--- config.mk ---
export PLATFORM = sky130hd
export DESIGN_NAME = periph_ctl_bank
export DESIGN_NICKNAME = d
export VERILOG_FILES = /design/src/rtl/periph_ctl_pkg.sv /design/src/rtl/periph_ctl_decode.sv /design/src/rtl/periph_ctl_word.sv /design/src/rtl/periph_ctl_outs.sv /design/src/rtl/periph_ctl_bank.sv
export SDC_FILE = /design/constraint.sdc
export NUM_CORES = 1
export LEC_CHECK = 0
export BUFFER_PORTS_ARGS = -buffer_cell sky130_fd_sc_hd__buf_2
export CAP_MARGIN = 20
export CORE_MARGIN = 8
export CORE_UTILIZATION = 31
export CTS_CLUSTER_DIAMETER = 30
export CTS_CLUSTER_SIZE = 10
export DETAILED_ROUTE_END_ITERATION = 8
export SYNTH_ARGS = -nofsm -noshare
export SYNTH_HDL_FRONTEND = slang
export SYNTH_HIERARCHICAL = 1
export SYNTH_SLANG_ARGS = --single-unit
export TNS_END_PERCENT = 100
--- constraint.sdc ---
create_clock -name clk -period 1 [get_ports clk]
set_input_delay 0 -clock clk [delete_from_list [all_inputs] [get_ports clk]]
set_output_delay 0 -clock clk [all_outputs]
set_load 0.05 [all_outputs]
--- src/rtl/periph_ctl_pkg.sv ---
`timescale 1ns/1ps
package periph_ctl_pkg;

   localparam int unsigned CTL_WORD_W     = 32;
   localparam int unsigned RST_BANK_BASE  = 'h040;
   localparam int unsigned CLK_BANK_BASE  = 'h080;
   localparam int unsigned BANK_STRIDE    = 'h010;
   localparam int unsigned CLR_ALIAS_OFS  = 'h004;
   localparam int unsigned NUM_BANKS      = 2;

   // bank 0 holds the reset words, bank 1 the clock-stop words
   function automatic int unsigned set_offset(input int unsigned bank_base,
                                              input int unsigned word_idx,
                                              input int unsigned stride);
      return bank_base + word_idx * stride;
   endfunction

   function automatic int unsigned words_needed(input int unsigned n_bits,
                                                input int unsigned word_w);
      return (n_bits + word_w - 1) / word_w;
   endfunction

endpackage

--- src/rtl/periph_ctl_decode.sv ---
`timescale 1ns/1ps
module periph_ctl_decode
   import periph_ctl_pkg::*;
#(
   parameter int unsigned ADDR_W    = 12,
   parameter int unsigned NUM_WORDS = 2,
   parameter int unsigned RST_BASE  = RST_BANK_BASE,
   parameter int unsigned CLK_BASE  = CLK_BANK_BASE,
   parameter int unsigned STRIDE    = BANK_STRIDE,
   parameter int unsigned CLR_OFS   = CLR_ALIAS_OFS
)(
   input  logic                 clk,
   input  logic                 rst_n,
   input  logic [ADDR_W-1:0]    addr,
   output logic [NUM_WORDS-1:0] rst_set_sel,
   output logic [NUM_WORDS-1:0] rst_clr_sel,
   output logic [NUM_WORDS-1:0] clk_set_sel,
   output logic [NUM_WORDS-1:0] clk_clr_sel,
   output logic                 any_hit
);

   localparam int unsigned RST_TOP  = set_offset(RST_BASE, NUM_WORDS, STRIDE);
   localparam int unsigned CLK_TOP  = set_offset(CLK_BASE, NUM_WORDS, STRIDE);
   localparam int unsigned ADDR_LIM = 1 << ADDR_W;

   // elaboration-time map checks
   if (CLR_OFS == 0 || CLR_OFS >= STRIDE) begin : g_bad_alias
      $error("clear alias offset must lie inside one word stride");
   end
   if (RST_BASE < CLK_TOP && CLK_BASE < RST_TOP) begin : g_bad_overlap
      $error("reset and clock banks overlap");
   end
   if (RST_TOP > ADDR_LIM || CLK_TOP > ADDR_LIM) begin : g_bad_width
      $error("address map exceeds the address width");
   end

   logic [NUM_BANKS-1:0][NUM_WORDS-1:0] set_hit;
   logic [NUM_BANKS-1:0][NUM_WORDS-1:0] clr_hit;

   for (genvar b = 0; b < NUM_BANKS; b++) begin : g_bank
      localparam int unsigned BASE = (b == 0) ? RST_BASE : CLK_BASE;
      for (genvar w = 0; w < NUM_WORDS; w++) begin : g_word
         localparam int unsigned SET_A = set_offset(BASE, w, STRIDE);
         localparam int unsigned CLR_A = SET_A + CLR_OFS;
         assign set_hit[b][w] = (addr == ADDR_W'(SET_A));
         assign clr_hit[b][w] = (addr == ADDR_W'(CLR_A));
      end
   end

   assign rst_set_sel = set_hit[0];
   assign rst_clr_sel = clr_hit[0];
   assign clk_set_sel = set_hit[1];
   assign clk_clr_sel = clr_hit[1];
   assign any_hit     = |{set_hit, clr_hit};

   // an address selects at most one target, so no write reaches two words
   a_r8_single_target: assert property (@(posedge clk) disable iff (!rst_n)
      $onehot0({set_hit, clr_hit}));

endmodule

--- src/rtl/periph_ctl_word.sv ---
`timescale 1ns/1ps
module periph_ctl_word #(
   parameter int unsigned W       = 32,
   parameter logic [W-1:0] RST_VAL = '1
)(
   input  logic         clk,
   input  logic         rst_n,
   input  logic         set_en,
   input  logic         clr_en,
   input  logic [W-1:0] wdata,
   output logic [W-1:0] q
);

   always_ff @(posedge clk or negedge rst_n) begin
      if (!rst_n) begin
         q <= RST_VAL;
      end else if (set_en) begin
         q <= q | wdata;
      end else if (clr_en) begin
         q <= q & ~wdata;
      end
   end

   // every bit written as one through the set alias reads one afterwards
   a_r2_set_bits: assert property (@(posedge clk) disable iff (!rst_n)
      set_en |=> ((q & $past(wdata)) == $past(wdata)));

   // every bit written as one through the clear alias reads zero afterwards
   a_r3_clr_bits: assert property (@(posedge clk) disable iff (!rst_n)
      (clr_en && !set_en) |=> ((q & $past(wdata)) == '0));

   // bits written as zero keep their value
   a_r2_zero_bits_kept: assert property (@(posedge clk) disable iff (!rst_n)
      (set_en || clr_en) |=> ((q & ~$past(wdata)) == ($past(q) & ~$past(wdata))));

   // without an enable the word holds
   a_r9_hold: assert property (@(posedge clk) disable iff (!rst_n)
      (!set_en && !clr_en) |=> $stable(q));

endmodule

--- src/rtl/periph_ctl_outs.sv ---
`timescale 1ns/1ps
module periph_ctl_outs #(
   parameter int unsigned  N             = 64,
   parameter logic [N-1:0] RUN_HIGH_MASK = N'(64'h4000)
)(
   input  logic         clk,
   input  logic         rst_n,
   input  logic [N-1:0] rst_bits,
   input  logic [N-1:0] stop_bits,
   output logic [N-1:0] periph_rst,
   output logic [N-1:0] clk_en
);

   logic [N-1:0] en_d;

   // per-bit polarity chosen at elaboration
   for (genvar i = 0; i < N; i++) begin : g_bit
      if (RUN_HIGH_MASK[i]) begin : g_run_high
         assign en_d[i] = stop_bits[i];
      end else begin : g_stop_high
         assign en_d[i] = ~stop_bits[i];
      end
   end

   always_ff @(posedge clk or negedge rst_n) begin
      if (!rst_n) begin
         periph_rst <= '1;
         clk_en     <= '0;
      end else begin
         periph_rst <= rst_bits;
         clk_en     <= en_d;
      end
   end

   // a reset line drops only after its control bit was cleared
   a_r6_release_follows_bit: assert property (@(posedge clk) disable iff (!rst_n)
      $fell(periph_rst[0]) |-> !$past(rst_bits[0]));

endmodule

--- src/rtl/periph_ctl_bank.sv ---
`timescale 1ns/1ps
module periph_ctl_bank
   import periph_ctl_pkg::*;
#(
   parameter int unsigned  NUM_PERIPH    = 64,
   parameter int unsigned  WORD_W        = CTL_WORD_W,
   parameter int unsigned  ADDR_W        = 12,
   parameter int unsigned  RST_BASE      = RST_BANK_BASE,
   parameter int unsigned  CLK_BASE      = CLK_BANK_BASE,
   parameter int unsigned  STRIDE        = BANK_STRIDE,
   parameter int unsigned  CLR_OFS       = CLR_ALIAS_OFS,
   parameter logic [NUM_PERIPH-1:0] RUN_HIGH_MASK = NUM_PERIPH'(64'h4000),
   parameter bit           REG_RDATA     = 1'b1
)(
   input  logic                  clk,
   input  logic                  rst_n,
   input  logic                  req_valid,
   input  logic                  req_write,
   input  logic [ADDR_W-1:0]     req_addr,
   input  logic [WORD_W-1:0]     req_wdata,
   output logic [WORD_W-1:0]     rsp_rdata,
   output logic [NUM_PERIPH-1:0] periph_rst,
   output logic [NUM_PERIPH-1:0] clk_en
);

   localparam int unsigned NUM_WORDS = words_needed(NUM_PERIPH, WORD_W);
   localparam int unsigned TOT_BITS  = NUM_WORDS * WORD_W;
   localparam logic [TOT_BITS-1:0] RUN_MASK_EXT = TOT_BITS'(RUN_HIGH_MASK);

   if (NUM_PERIPH == 0) begin : g_bad_count
      $error("at least one peripheral is required");
   end
   if (WORD_W == 0 || WORD_W > 32) begin : g_bad_word
      $error("word width must be between 1 and 32");
   end

   logic wr_en;
   logic rd_en;
   assign wr_en = req_valid &  req_write;
   assign rd_en = req_valid & ~req_write;

   logic [NUM_WORDS-1:0] rst_set_sel, rst_clr_sel, clk_set_sel, clk_clr_sel;
   logic                 any_hit;

   periph_ctl_decode #(
      .ADDR_W    (ADDR_W),
      .NUM_WORDS (NUM_WORDS),
      .RST_BASE  (RST_BASE),
      .CLK_BASE  (CLK_BASE),
      .STRIDE    (STRIDE),
      .CLR_OFS   (CLR_OFS)
   ) u_decode (
      .clk         (clk),
      .rst_n       (rst_n),
      .addr        (req_addr),
      .rst_set_sel (rst_set_sel),
      .rst_clr_sel (rst_clr_sel),
      .clk_set_sel (clk_set_sel),
      .clk_clr_sel (clk_clr_sel),
      .any_hit     (any_hit)
   );

   logic [TOT_BITS-1:0] rst_state;
   logic [TOT_BITS-1:0] stop_state;

   for (genvar w = 0; w < NUM_WORDS; w++) begin : g_word
      periph_ctl_word #(
         .W       (WORD_W),
         .RST_VAL ({WORD_W{1'b1}})
      ) u_rst_word (
         .clk    (clk),
         .rst_n  (rst_n),
         .set_en (wr_en & rst_set_sel[w]),
         .clr_en (wr_en & rst_clr_sel[w]),
         .wdata  (req_wdata),
         .q      (rst_state[w*WORD_W +: WORD_W])
      );

      periph_ctl_word #(
         .W       (WORD_W),
         .RST_VAL (~RUN_MASK_EXT[w*WORD_W +: WORD_W])
      ) u_stop_word (
         .clk    (clk),
         .rst_n  (rst_n),
         .set_en (wr_en & clk_set_sel[w]),
         .clr_en (wr_en & clk_clr_sel[w]),
         .wdata  (req_wdata),
         .q      (stop_state[w*WORD_W +: WORD_W])
      );
   end

   // read mux: either alias of a word returns that word
   logic [WORD_W-1:0] rd_word;
   always_comb begin
      rd_word = '0;
      for (int w = 0; w < NUM_WORDS; w++) begin
         if (rst_set_sel[w] || rst_clr_sel[w]) begin
            rd_word = rd_word | rst_state[w*WORD_W +: WORD_W];
         end
         if (clk_set_sel[w] || clk_clr_sel[w]) begin
            rd_word = rd_word | stop_state[w*WORD_W +: WORD_W];
         end
      end
   end

   if (REG_RDATA) begin : g_rd_reg
      always_ff @(posedge clk or negedge rst_n) begin
         if (!rst_n) begin
            rsp_rdata <= '0;
         end else if (rd_en) begin
            rsp_rdata <= rd_word;
         end
      end

      // a read of an undecoded offset returns zero
      a_r8_undecoded_read_zero: assert property (@(posedge clk) disable iff (!rst_n)
         (rd_en && !any_hit) |=> (rsp_rdata == '0));

      // read data changes only in answer to a read
      a_r4_rdata_only_on_read: assert property (@(posedge clk) disable iff (!rst_n)
         !rd_en |=> $stable(rsp_rdata));
   end else begin : g_rd_comb
      assign rsp_rdata = rd_en ? rd_word : '0;
   end

   periph_ctl_outs #(
      .N             (NUM_PERIPH),
      .RUN_HIGH_MASK (RUN_HIGH_MASK)
   ) u_outs (
      .clk        (clk),
      .rst_n      (rst_n),
      .rst_bits   (rst_state[NUM_PERIPH-1:0]),
      .stop_bits  (stop_state[NUM_PERIPH-1:0]),
      .periph_rst (periph_rst),
      .clk_en     (clk_en)
   );

endmodule

==> impl_metrics.yaml, run 1 <==
detailed_routing:
  routedWlPerCell_um: 20.6
  antenna_left: 0
  drc: 0
  first_pass_iters: 5
  viasPerCell: 4.88
  wl_um: 33600
  drt_iter0_markers: 395
  vias: 7958
flow_run:
  cap_violations: 0
outcome:
  status: "finished, violations left"
  violations: "setup timing"
floorplanning:
  die_w_um: 202
  fp-row-count: 68
  die_h_um: 202
  dieArea_sq_mm: 0.0406
  ios: 208
  coreArea_sq_mm: 0.0342
  floorplan.initialDensity_pct: 31.2
final_layout:
  mostFrequentLayoutCells: "191 x dfstp_2, 128 x nand2_1, 128 x a22o_1, 100 x buf_6, 97 x dfrtp_1"
  fillers: 2895
  fin_util_pct: 48.9
  layout_commonest_cell: "dfstp_2"
  register_area_sq_mm: 0.00745
  fin_cells: 1632
  area_delta_synth_final_pct: 56.8
  finalInstanceArea_sq_mm: 0.0167
  nets: 1176
  drive_gt1_share_pct: 50.3
  multiInputGateArea_sq_mm: 0.00278
  antenna_cells: 0
logic_synthesis:
  syn-cell-area_sq_mm: 0.0107
  ys_warn_count: 6
  syn-instance-count: 812
  postSynthAreaPerCell_sq_um: 13.1
  syn_nets: 860
place:
  numPlacedInstances: 1470
  place_area_sq_mm: 0.0128
  portBuffers: 207
  dp_slack_ns: -0.900
  dp_hpwl_um: 20100
  place_congestion: 0.747
sta:
  setup_viol: 320
  maxSlewHeadroom_pct: 64.9
  fmax_mhz: 768
  tns_ns: -63.56
  max_slew.worst_pin.slew_ns: 0.527
  final_max_slew_viol_count: 0
  layout_setup_ws_ns: -0.302
  clock_skew_ns: 0.0191
  rsz0062_at_grt: "true"
  hold_viol_final: 0
  post-route-period-util_pct: 130
  hold_slack_ns: 0.0662
  period_needed_ns: 1.30
clock_tree:
  clk_latency_ns: 0.56
  cts_tree: "yes"
  clockBufferDepth: 3
  clock_tree.root_cell: "clkbuf_16"
  clk_pin_slew_ns: 0.05
  clock_sinks: 288
  numCtsBuffers: 58
  cts-htree-levels: 2
worst_setup_path:
  path_class: "primary input to register"
  ff2ff_path_depth: 4
  reg2reg_from: "rsp_rdata[30]$_DFFE_PN0P_"
  cp-start-kind: "primary input"
  worstPathArrival_ns: 1.76
  cp_max_fo: 17
  r2r_end: "rsp_rdata[30]$_DFFE_PN0P_"
  end_kind: "register"
  r2r_setup_slack_ns: 0.08
  cp_data_required_time_ns: 1.46
power:
  p_leak_nw: 6.46
  finalPower_mw: 34.0
  power_density_mw_per_mm2: 2040
  ir_drop_mv: 1.20
worst_hold_path:
  hold_end: "rsp_rdata[14]$_DFFE_PN0P_"
  hp-class: "primary input to register"
  worstHoldStart: "req_write"
  holdPathStages: 5
grt:
  grt_max_degree: 46
  grt_use_total_pct: 16.2
  grt_remaining_overflow: 0
  grt_pass1_wl_um: 51800
  antenna_found_initial: 0
  grt_pass1_vias: 8418
[worst max-delay path by stage]
stage                                     from                         to  slack (ns)  cells past startpoint
6_report                           req_addr[3]  rsp_rdata[13]$_DFFE_PN0P_       -0.30                      7
5_1_grt                            req_addr[9]   rsp_rdata[3]$_DFFE_PN0P_       -0.38                      9
4_1_cts        u_outs/periph_rst[25]$_DFF_PN1_             periph_rst[25]       -0.30                      1
3_5_place_dp                       req_addr[3]  rsp_rdata[13]$_DFFE_PN0P_       -0.90                      7
3_3_place_gp                       req_addr[3]  rsp_rdata[15]$_DFFE_PN0P_       -0.86                      7
2_1_floorplan                      req_addr[9]   rsp_rdata[0]$_DFFE_PN0P_       -0.59                      8
[worst max-delay path, cell delays in order]
cell,delay (ns)
buf_6,0.09
or4_4,0.65
nor4_2,0.32
or2_4,0.21
buf_12,0.19
a22oi_1,0.11
a31oi_1,0.19
[layer usage]
metal	GRT usage, %	up-vias	routed length (um)	share of wire [%]
li1	-	3528	-	-
met3	4.21	54	2190	6.5
met2	25.3	332	15800	47
met5	0	-	0	0
met4	4.57	0	594	1.8
met1	22.0	4044	15000	45
[repair_timing]
item,in CTS,in global routing
hold buffers,34,0
pin swaps,10,1
endpoints found under the setup margin,320,327
resized for setup,402,3
endpoints found under the hold margin,416,0
buffers inserted,9,8
cloned,1,1
[area by class of cell]
cell class / count / share of cell area, %
Clock inverter: 29 / 2.42
Clock buffer: 80 / 9.96
Multi-Input combinational cell: 411 / 16.6
Sequential cell: 288 / 44.5
Timing Repair Buffer: 305 / 21.6
Tap cell: 455 / 3.40
Inverter: 64 / 1.44
[power by group]
part           switching, mW  internal [mW]  total (mW)  leakage (nW)
logic                   1.29          0.783        2.07          2.53
registers              0.154           11.9        12.1          2.93
clock network           6.23           13.7        19.9         0.999
total                   7.68           26.4        34.0          6.46
Note: power is estimated with default switching activity, not from simulation.
==> inputs of run 2 (changes only) <==
--- a/config.mk
+++ b/config.mk
@@ -12,6 +12,7 @@
 export CTS_CLUSTER_DIAMETER = 30
 export CTS_CLUSTER_SIZE = 10
 export DETAILED_ROUTE_END_ITERATION = 8
+export REMOVE_ABC_BUFFERS = 1
 export SYNTH_ARGS = -nofsm -noshare
 export SYNTH_HDL_FRONTEND = slang
 export SYNTH_HIERARCHICAL = 1
==> constraint.sdc (replaced) <==
create_clock -name clk -period 1.5 [get_ports clk]
set_input_delay 0 -clock clk [delete_from_list [all_inputs] [get_ports clk]]
set_output_delay 0 -clock clk [all_outputs]
set_load 0.05 [all_outputs]
==> impl_metrics.yaml, run 2 (synthesis gave the netlist of run 1 again) <==
outcome:
  status: "finished, violations left"
  violations: "setup timing"
power:
  power_density_mw_per_mm2: 1510
  seqPwrFrac_pct: 35.1
  p_leak_nw: 5.92
  power_frac_comb_pct: 4.9
  finalPower_mw: 22.8
  internal_power_mw: 17.6
  switchingPower_mw: 5.18
  sw_frac_of_total_pct: 22.7
  clkPwrFrac_pct: 60.0
  ir_drop_mv: 0.892
floorplanning:
  die_h_um: 202
  ios: 208
  coreArea_sq_mm: 0.0342
  floorplan.initialDensity_pct: 31.2
  die_w_um: 202
  fp-row-count: 68
  dieArea_sq_mm: 0.0406
place:
  dp_hpwl_um: 20400
  place_congestion: 0.735
  portBuffers: 207
  place_area_sq_mm: 0.0126
  dp_slack_ns: -0.490
grt:
  grt_pass1_wl_um: 50400
  grt_remaining_overflow: 0
  use_met3_pct: 3.44
  antenna_found_initial: 0
  met1_usage_pct: 22.1
  global_route.peak_usage_layer: "met2"
  met2_usage_pct: 24.0
  grt_pass1_vias: 8204
  grt_use_total_pct: 15.7
  grt_max_degree: 45
final_layout:
  layout_commonest_cell: "buf_2"
  finalInstanceArea_sq_mm: 0.0151
  antenna_cells: 0
  nets: 1156
  drive_gt1_share_pct: 49.0
  area_delta_synth_final_pct: 41.4
  fin_util_pct: 44.1
  mostFrequentLayoutCells: "206 x buf_2, 191 x dfstp_2, 128 x nand2_1, 128 x a22o_1, 97 x dfrtp_1"
clock_tree:
  clk_latency_ns: 0.56
  numCtsBuffers: 59
  cts_tree: "yes"
  postCtsSetupBuffers: 0
  cts-htree-levels: 2
  clk_pin_slew_ns: 0.05
  clock_sinks: 288
  clock_tree.root_cell: "clkbuf_16"
  clockBufferDepth: 3
sta:
  final_max_slew_viol_count: 0
  layout_setup_ws_ns: -0.00183
  maxSlewHeadroom_pct: 53.5
  setup_viol: 1
  rsz0062_at_grt: "true"
  fmax_mhz: 666
  period_needed_ns: 1.50
  tns_ns: -0.00183
  hold_viol_final: 0
  clock_skew_ns: 0.0138
  post-route-period-util_pct: 100
  max_slew.worst_pin.slew_ns: 0.698
worst_setup_path:
  end_kind: "register"
  crit_slowest_cell: "or4_1"
  worstPathArrival_ns: 1.96
  path_class: "primary input to register"
  cp_max_fo: 19
  cp-start-kind: "primary input"
  path_cells: "buf_2, or4_1, nor4_1, or2_2, buf_12, a22oi_1, a31oi_1"
  crit_buf_inv: 2
  cp_slowest_stage_delay_ns: 0.70
  cp_data_required_time_ns: 1.96
  path_delay_family: "simple AND/OR/NAND/NOR gates"
detailed_routing:
  vias: 7646
  drc: 0
  routedWlPerCell_um: 19.9
  wl_um: 32200
  viasPerCell: 4.74
  antenna_left: 0
  first_pass_iters: 5
  drt_iter0_markers: 425
flow_run:
  cap_violations: 0
worst_hold_path:
  hp-class: "primary input to register"
==> run 2: cell count changes in the layout (fill, tap and decap cells not counted), sizes merged, moves of 2 or more <==
cell and delta:
buf -21, bufinv +2, clkbuf -13, clkinv +11, clkinvlp +2
==> run 2: through the flow <==
step           hold WS [ns]  std cells
6_report             0.0780       1613
5_1_grt              0.0759       1613
4_1_cts              0.0416       1613
3_5_place_dp        -0.0137       1467
3_3_place_gp        -0.0183       1467
2_1_floorplan        -0.296        763
==> run 2: power by group through the flow <==
stage	registers [mW]	clock network, mW	logic, mW
floorplan	8.48	0	0.139
global placement	8.11	0	1.04
detailed placement	8.12	0	1.05
CTS	8.01	13.9	1.14
global route	8.02	14.3	1.21
finish	8.01	13.7	1.12
==> run 2: timing repair <==
item	CTS	global route
hold buffers	35	0
endpoints found under the setup margin	0	67
endpoints found under the hold margin	261	0
gates resized for setup	0	3
==> run 2: final timing paths <==
kind	from	end	slack, ns	cells after the start
max	req_addr[1]	rsp_rdata[12]$_DFFE_PN0P_	-0.002	7
min	req_write	rsp_rdata[17]$_DFFE_PN0P_	0.08	4
max reg2reg	register	rsp_rdata[12]$_DFFE_PN0P_	0.57	2
min reg2reg	register	u_outs/periph_rst[4]$_DFF_PN1_	0.36	0
max in group asynchronous	rst_n	u_outs/clk_en[15]$_DFF_PN0_	0.41	3
min in group asynchronous	rst_n	u_outs/periph_rst[38]$_DFF_PN1_	0.26	2
==> run 2: worst reg2reg max path, cell delays in order, from the launching register on <==
cell and delay (ns):
dfstp_2 0.55, a22oi_1 0.09, a31oi_1 0.21
==> run 2: metal layers <==
| metal | vias up | part of all wire (%) |
|---|---|---|
| met5 | - | 0 |
| met4 | 0 | 1.7 |
| met3 | 39 | 6.3 |
| li1 | 3495 | - |
| met2 | 270 | 46 |
| met1 | 3842 | 46 |
==> run 2: cell type report <==
| type | instances | area (sq um) |
|---|---|---|
| well taps | 455 | 569 |
| flip-flops and latches | 288 | 7450 |
| multi-input cells | 411 | 2620 |
| inverters | 64 | 240 |
| repair buffers | 284 | 2080 |
| clock inverters | 43 | 538 |
| fillers | 3169 | 19100 |
| clock buffers | 68 | 1600 |
